**config.mk**
```make
export PLATFORM = sky130hd
export DESIGN_NAME = fence_gate
export DESIGN_NICKNAME = d
export VERILOG_FILES = /design/src/rtl/fence_pkg.sv /design/src/rtl/fence_outstanding_ctr.sv /design/src/rtl/fence_sync_tracker.sv /design/src/rtl/fence_issue_gate.sv /design/src/rtl/fence_gate.sv
export SDC_FILE = /design/constraint.sdc
export NUM_CORES = 1
export LEC_CHECK = 0
export BUFFER_PORTS_ARGS = -buffer_cell sky130_fd_sc_hd__buf_2
export CORE_MARGIN = 4
export CORE_UTILIZATION = 35
export CTS_BUF_LIST = sky130_fd_sc_hd__clkbuf_2 sky130_fd_sc_hd__clkbuf_4 sky130_fd_sc_hd__clkbuf_8
export DETAILED_ROUTE_END_ITERATION = 12
export PLACE_DENSITY = 0.65
export SLEW_MARGIN = 10
export SYNTH_ARGS = -nofsm -noshare
export SYNTH_HDL_FRONTEND = slang
export SYNTH_SLANG_ARGS = --single-unit
```
**constraint.sdc**
```tcl
create_clock -name clk -period 2.55 [get_ports clk]
set_input_delay 0.255 -clock clk [delete_from_list [all_inputs] [get_ports clk]]
set_output_delay 0.255 -clock clk [all_outputs]
set_load 0.01 [all_outputs]
```
**src/rtl/fence_pkg.sv**
```systemverilog
package fence_pkg;

  typedef enum logic {
    OP_DATA = 1'b0,
    OP_SYNC = 1'b1
  } op_class_e;

  // next in-flight count given one optional issue and one optional return
  function automatic int unsigned count_step(int unsigned cur, logic up, logic down);
    int unsigned nxt;
    nxt = cur;
    if (up)   nxt = nxt + 1;
    if (down) nxt = nxt - 1;
    return nxt;
  endfunction

  // whether a request of the given class may pass this cycle
  function automatic logic may_issue(op_class_e cls, logic pend, logic empty, logic full);
    if (pend) return 1'b0;
    if (cls == OP_SYNC) return empty;
    return !full;
  endfunction

endpackage

```
**src/rtl/fence_outstanding_ctr.sv**
```systemverilog
module fence_outstanding_ctr #(
  parameter int CNT_W = 4
) (
  input  logic clk,
  input  logic rst_n,
  input  logic inc,
  input  logic dec,
  output logic empty,
  output logic full
);
  import fence_pkg::*;

  localparam int unsigned MAX_CNT = (1 << CNT_W) - 1;

  logic [CNT_W-1:0] cnt_q;
  logic [CNT_W-1:0] cnt_d;

  always_comb cnt_d = CNT_W'(count_step(32'(cnt_q), inc, dec));

  always_ff @(posedge clk) begin
    if (!rst_n) cnt_q <= '0;
    else        cnt_q <= cnt_d;
  end

  assign empty = (cnt_q == '0);
  assign full  = (cnt_q == CNT_W'(MAX_CNT));

  // the gate never issues data into a full counter
  assert_no_overflow_R8: assert property (@(posedge clk) disable iff (!rst_n)
    inc |-> !full);
  // input assumption: memory returns data only when some is in flight
  assert_no_underflow_R3: assert property (@(posedge clk) disable iff (!rst_n)
    dec |-> !empty);
  // simultaneous issue and return keep the count
  assert_net_hold_R9: assert property (@(posedge clk) disable iff (!rst_n)
    (inc && dec) |=> $stable(cnt_q));
  // an issue alone makes the counter leave empty
  assert_inc_leaves_empty_R7: assert property (@(posedge clk) disable iff (!rst_n)
    (inc && !dec) |=> !empty);

endmodule

```
**src/rtl/fence_sync_tracker.sv**
```systemverilog
module fence_sync_tracker (
  input  logic clk,
  input  logic rst_n,
  input  logic set,
  input  logic clr,
  output logic pending
);

  logic pend_q;

  always_ff @(posedge clk) begin
    if (!rst_n)   pend_q <= 1'b0;
    else if (set) pend_q <= 1'b1;
    else if (clr) pend_q <= 1'b0;
  end

  assign pending = pend_q;

  // a fence never issues while another is in flight
  assert_single_sync_R6: assert property (@(posedge clk) disable iff (!rst_n)
    set |-> !pending);
  // an issued fence is marked in flight from the next cycle
  assert_set_marks_R5: assert property (@(posedge clk) disable iff (!rst_n)
    set |=> pending);
  // input assumption: a fence completion comes only for an in-flight fence
  assert_clr_legal_R6: assert property (@(posedge clk) disable iff (!rst_n)
    clr |-> pending);

endmodule

```
**src/rtl/fence_issue_gate.sv**
```systemverilog
module fence_issue_gate #(
  parameter int ID_W = 8
) (
  input  logic            req_valid,
  input  logic            req_sync,
  input  logic [ID_W-1:0] req_id,
  input  logic            iss_ready,
  input  logic            pending,
  input  logic            cnt_empty,
  input  logic            cnt_full,
  output logic            req_ready,
  output logic            iss_valid,
  output logic            iss_sync,
  output logic [ID_W-1:0] iss_id,
  output logic            data_fire,
  output logic            sync_fire
);
  import fence_pkg::*;

  op_class_e cls;
  logic      open;
  logic      fire;

  always_comb begin
    cls       = req_sync ? OP_SYNC : OP_DATA;
    open      = may_issue(cls, pending, cnt_empty, cnt_full);
    req_ready = open && iss_ready;
    iss_valid = open && req_valid;
    iss_sync  = req_sync;
    iss_id    = req_id;
    fire      = req_valid && req_ready;
    data_fire = fire && (cls == OP_DATA);
    sync_fire = fire && (cls == OP_SYNC);
  end

endmodule

```
**src/rtl/fence_gate.sv**
```systemverilog
module fence_gate #(
  parameter int ID_W  = 8,
  parameter int CNT_W = 4
) (
  input  logic            clk,
  input  logic            rst_n,
  input  logic            req_valid,
  input  logic            req_sync,
  input  logic [ID_W-1:0] req_id,
  output logic            req_ready,
  output logic            iss_valid,
  output logic            iss_sync,
  output logic [ID_W-1:0] iss_id,
  input  logic            iss_ready,
  input  logic            cpl_valid,
  input  logic            cpl_sync
);

  // named internal events
  logic data_fire;
  logic sync_fire;
  logic data_done;
  logic sync_done;
  logic cnt_empty;
  logic cnt_full;
  logic sync_pending;

  assign data_done = cpl_valid && !cpl_sync;
  assign sync_done = cpl_valid &&  cpl_sync;

  fence_issue_gate #(.ID_W(ID_W)) u_gate (
    .req_valid (req_valid),
    .req_sync  (req_sync),
    .req_id    (req_id),
    .iss_ready (iss_ready),
    .pending   (sync_pending),
    .cnt_empty (cnt_empty),
    .cnt_full  (cnt_full),
    .req_ready (req_ready),
    .iss_valid (iss_valid),
    .iss_sync  (iss_sync),
    .iss_id    (iss_id),
    .data_fire (data_fire),
    .sync_fire (sync_fire)
  );

  fence_outstanding_ctr #(.CNT_W(CNT_W)) u_ctr (
    .clk   (clk),
    .rst_n (rst_n),
    .inc   (data_fire),
    .dec   (data_done),
    .empty (cnt_empty),
    .full  (cnt_full)
  );

  fence_sync_tracker u_sync (
    .clk     (clk),
    .rst_n   (rst_n),
    .set     (sync_fire),
    .clr     (sync_done),
    .pending (sync_pending)
  );

  // a fence issues only with nothing in flight
  assert_sync_drained_R4: assert property (@(posedge clk) disable iff (!rst_n)
    sync_fire |-> cnt_empty);
  // no data passes an in-flight fence
  assert_no_data_behind_R5: assert property (@(posedge clk) disable iff (!rst_n)
    sync_pending |-> !data_fire);
  // memory backpressure blocks acceptance
  assert_backpressure_R10: assert property (@(posedge clk) disable iff (!rst_n)
    !iss_ready |-> !req_ready);
  // an accepted request is offered to memory in the same cycle
  assert_same_cycle_R2: assert property (@(posedge clk) disable iff (!rst_n)
    (req_valid && req_ready) |-> (iss_valid && iss_ready));

endmodule

```
==> results.cfg, run 1 <==
[synthesis]
synth_cells = 59
synth_top_area_share_pct = 20.3
synthSimpleGateAreaFrac_pct = 28.4
synth_top_cell_by_area = dfxtp_1
synth_compound_area_share_pct = 11.9
synthArstFlopShare_pct = 0
yosys_warnings = 0
synth_area_leaders = dfxtp_1 20%, buf_4 14%, ha_1 7.6%, xnor2_1 7.1%, xnor3_1 4.6%
ys.flop_type = dfxtp_1
synth_nets = 77
syn-cell-area_um2 = 494
synth_fa_ha_area_share_pct = 7.59
ys_ff_latch = 5
synth_xor_xnor_area_share_pct = 11.6
ys_seq_area_share_pct = 20.3
muxShareOfSynthArea_pct = 2.03
syn_area_per_cell_um2 = 8.38
synthDistinctLibCells = 28
synth-edff-count = 0
synth_top_family_by_area = simple AND/OR/NAND/NOR gates

[finish]
final_core_util_pct = 39.2
mostFrequentLayoutCell = buf_2
diodes = 0
final_nets = 81
final_cell_mix = 9 x buf_2, 5 x inv_1, 5 x dfxtp_1
area_growth_pct = 4.56
drive_gt1_share_pct = 22.6

[critical_path]
arrival_ns = 2.35
rr_worst_depth = 8
cp_cell_sequence = nor4bb_2 > nand2_1 > mux2i_1 > ha_1 > nand3b_1 > xnor2_1 > xnor2_1 > and2_1
path_max_fanout = 6
critPathBufInv = 0
critPathTopFamily = simple AND/OR/NAND/NOR gates
cp.depth = 8
cp_slowest_cell = nor4bb_2
cp-end-kind = register
cp-start-kind = register
critPathRequiredTime_ns = 2.68
crit_type = reg2reg
slowest_delay_ns = 0.54
crit_top_cell = xnor2_1

[drt]
ant_nets = 0
num_vias = 404
route.detailed.drc = 0
vias_per_cell = 5.25
drt_iter0_markers = 3
drt_first_pass_iters = 4
avgRoutedWirePerCell_um = 12.3
wl_um = 949

[placed_design]
routabilityCongestion = 0.715
dp_hpwl_um = 752
port_buffers = 9

[clock_network]
cts_resized = 0
cts_tree = yes
clockRootBuffer = clkbuf_4
cts_max_level = 1
postCtsSetupRepairBufs = 0
insertion_delay_ns = 0.24
clockBufferDepth = 2
hold_buffers = 0
path_clk_slew_ns = 0.04
cts_buffers = 3
cts_sinks = 5

[grt]
gr-usage-all-layers_pct = 10.1
antenna_found_initial = 0
grt_max_degree = 8
grt-ovfl-total = 0
grt_pass1_vias = 380
grt_pass1_wl_um = 1490

[sta]
setup_viol = 0
tns_ns = 0
layout_min_cycle_time_ns = 2.22
slew_violations = 0
relSlewSlack_pct = 64.7
final-hold-violation-count = 0
maxClockFrequency_mhz = 451
tightest_slew_ns = 0.523
min_period_over_period_pct = 87.0
rsz0062_at_grt = no
skew_ns = 0.00135

[pwr]
p_leak_uw = 0.000252
peakVddDrop_uv = 245
cellPowerDensity_nw_per_um2 = 552

[die]
start_util_pct = 37.5
die_area_um2 = 2080
core_um2 = 1320
pin_count = 26
fp.dieW_um = 45.6
die_h_um = 45.6
rows = 13

[run]
maxCapViolations = 0

[hold_path]
hold_path_depth = 2
hold_path.class = in2reg

[run_status]
status = finished clean
==> worst register-to-register path, stage by stage, from the launching register on <==
cell and delay [ns]:
dfxtp_1 0.34, nor4bb_2 0.54, nand2_1 0.24, mux2i_1 0.27, ha_1 0.19, nand3b_1 0.11, xnor2_1 0.16, xnor2_1 0.13
and2_1 0.15
==> area by class of cell <==
type / instances / area [um^2]
clock buffer: 4 / 30.0
fill: 148 / 801
inverter: 5 / 18.8
multi-input combinational: 39 / 304
sequential: 5 / 100
tap: 15 / 18.8
timing repair buffer: 9 / 45.0
==> per-stage QoR <==
step / setup WS (ns) / cells / area (um^2) / hold slack, ns / total power (uW)
final: 0.331 / 77 / 517 / 0.275 / 285
after floorplan: 0.616 / 59 / 494 / 0.377 / 172
after global routing: 0.117 / 77 / 517 / 0.290 / 305
after detailed placement: 0.325 / 73 / 487 / 0.510 / 184
after CTS: 0.321 / 77 / 517 / 0.269 / 290
after global placement: 0.425 / 73 / 487 / 0.510 / 180
==> per-layer routing <==
metal,GRT usage [%],up-vias,part of all wire [%]
li1,-,204,-
met1,12.1,186,43
met2,15.0,12,52
met3,1.19,2,4.2
met4,9.94,0,0.63
met5,0,-,0
==> cell families (layout without fill, tap and decap cells) <==
family | count (synthesis) | in the layout
AOI/OAI and AO/OA | 9 | 9
xor gates and xnor gates | 5 | 5
adders and majority gates | 3 | 3
buffers and inverters | 15 | 18
DFF | 5 | 5
muxes | 1 | 1
and+or+nand+nor | 21 | 21
==> worst paths after layout <==
path | to | from | slack (ns)
worst min-delay path | u_ctr.cnt_q[2] | rst_n | 0.27
worst max-delay path | u_ctr.cnt_q[2] | u_sync.pending | 0.33
worst max register to register | u_ctr.cnt_q[2] | u_sync.pending | 0.33
worst min register to register | u_sync.pending | u_sync.pending | 0.60
==> Yosys cell counts, types with 2 or more instances <==
cell type	number
dfxtp_1	5
nand3_1	3
xnor2_1	4
ha_1	3
and3_1	2
nand2b_1	2
buf_4	9
nor2_1	4
a21oi_1	4
inv_1	5
==> flip-flops by register name, indices dropped and copies added, names as in the netlist <==
signal and cells:
u_ctr.cnt_q 4, u_sync.pending 1
==> power breakdown <==
group / internal, uW / leakage, uW / switching [uW]
clock: 69.8 / 0.0000184 / 32.3
sequential: 86.9 / 0.0000411 / 12.0
combinational: 44.2 / 0.000192 / 39.8
total: 201 / 0.000252 / 84.1
Note: power is estimated with default switching activity, not from simulation.
==> run 2, diff against run 1 <==
CORE_MARGIN = 2   (was 4)
RECOVER_POWER = 50   (was unset)
==> results.cfg, run 2 (same netlist as run 1, synthesis figures left out) <==
[finish]
largest_register = u_ctr.cnt_q
drive_gt1_share_pct = 22.6
diodes = 0
filler_cell_count = 136
mostFrequentLayoutCell = buf_2
final_cell_mix = 9 x buf_2, 5 x inv_1, 5 x dfxtp_1
largest_reg_flops = 4
fin_cells = 77
final_nets = 81
area_growth_pct = 4.56
final_core_util_pct = 39.2

[critical_path]
arrival_ns = 2.29
critPathBufInv = 0
cp-start-kind = register
cp_slowest_cell = nor4bb_2
critPathTopFamily = simple AND/OR/NAND/NOR gates
reg2reg_slack_ns = 0.39
r2r_end = u_ctr.cnt_q[2]
slowest_delay_ns = 0.53
rr_worst_depth = 8
crit_top_cell = xnor2_1
cp-end-kind = register
r2r_start = u_sync.pending
path_max_fanout = 6
crit_type = reg2reg
critPathRequiredTime_ns = 2.68
cp_cell_sequence = nor4bb_2 > nand2_1 > mux2i_1 > ha_1 > nand3b_1 > xnor2_1 > xnor2_1 > and2_1

[die]
fp.dieW_um = 41.6
core_um2 = 1320
rows = 13
die_h_um = 41.6
die_area_um2 = 1730
start_util_pct = 37.5
pin_count = 26

[hold_path]
hold_path_depth = 2
hp-start = rst_n
hold_path.class = in2reg
holdPathEnd = u_ctr.cnt_q[2]

[grt]
grt_max_degree = 8
antenna_found_initial = 0
grt_pass1_wl_um = 1240
gr-usage-all-layers_pct = 9.43
grt_pass1_vias = 317
grt-ovfl-total = 0

[clock_network]
cts_buffers = 3
cts_tree = yes
cts_sinks = 5
hold_buffers = 0
path_clk_slew_ns = 0.04
clockRootBuffer = clkbuf_4
insertion_delay_ns = 0.24
postCtsSetupRepairBufs = 0
clockBufferDepth = 2
cts_resized = 0
cts_max_level = 1

[drt]
drt_first_pass_iters = 4
route.detailed.drc = 0
num_vias = 402
drt_iter0_markers = 5
vias_per_cell = 5.22
ant_nets = 0
wl_um = 803
avgRoutedWirePerCell_um = 10.4

[sta]
setup_viol = 0
maxClockFrequency_mhz = 463
skew_ns = 0.00295
slew_violations = 0
rsz0062_at_grt = no
tns_ns = 0
relSlewSlack_pct = 64.8
tightest_slew_ns = 0.521
final-hold-violation-count = 0
layout_min_cycle_time_ns = 2.16
min_period_over_period_pct = 84.8

[pwr]
peakVddDrop_uv = 278
totalPowerFinal_uw = 279
p_leak_uw = 0.000252
cellPowerDensity_nw_per_um2 = 541

[placed_design]
port_buffers = 9
routabilityCongestion = 0.788
placed_cells = 73
dp_hpwl_um = 662

[run]
maxCapViolations = 0

[run_status]
status = finished clean
## run 2: cell counts in the layout (fill, tap and decap cells not counted)
No cell type changed its count.
## run 2: how the worst max path moves through the flow
stage | startpoint | cells after the start | slack [ns] | endpoint
finish | u_sync.pending | 8 | 0.39 | u_ctr.cnt_q[2]
global route | u_sync.pending | 8 | 0.20 | u_ctr.cnt_q[2]
CTS | u_sync.pending | 8 | 0.39 | u_ctr.cnt_q[2]
detailed placement | req_sync | 9 | 0.38 | u_ctr.cnt_q[2]
global placement | req_sync | 9 | 0.41 | u_ctr.cnt_q[2]
floorplan | u_sync.pending | 8 | 0.62 | u_ctr.cnt_q[2]
## run 2: report_power, final
| part | internal, uW | switching [uW] |
|---|---|---|
| combinational | 43.6 | 36.4 |
| sequential | 86.9 | 11.7 |
| clock | 69.7 | 31.2 |
## run 2: final cells by class
type                    count  area (um^2)  share of cell area [%]
clock buffers               4         30.0                    5.81
multi-input cells          39          304                    58.8
inverters                   5         18.8                    3.63
repair buffers              9         45.0                    8.72
well taps                  15         18.8                    3.63
flip-flops and latches      5          100                    19.4
## run 2: routing by layer
layer / part of all wire, % / vias to the layer above / global-route usage [%]
met5: 0 / - / 0
met4: 0.75 / 0 / 7.10
met3: 5.5 / 2 / 3.04
met2: 43 / 10 / 14.1
met1: 51 / 186 / 11.1
li1: - / 204 / -
## run 2: worst register-to-register path, delay by kind of cell, from the launching register on
kind / cells / cell delay [ns]
AND/OR/NAND/NOR: 4 / 1.00
adder cells (fa/ha/maj): 1 / 0.19
flip-flops: 1 / 0.34
XOR/XNOR: 2 / 0.27
multiplexers: 1 / 0.25
## run 2: per-stage QoR
| stage | area, um^2 | setup WS (ns) | hold slack (ns) |
|---|---|---|---|
| finish | 517 | 0.388 | 0.280 |
| global route | 517 | 0.204 | 0.287 |
| CTS | 517 | 0.391 | 0.282 |
| detailed placement | 487 | 0.378 | 0.510 |
| global placement | 487 | 0.412 | 0.510 |
| floorplan | 494 | 0.616 | 0.377 |
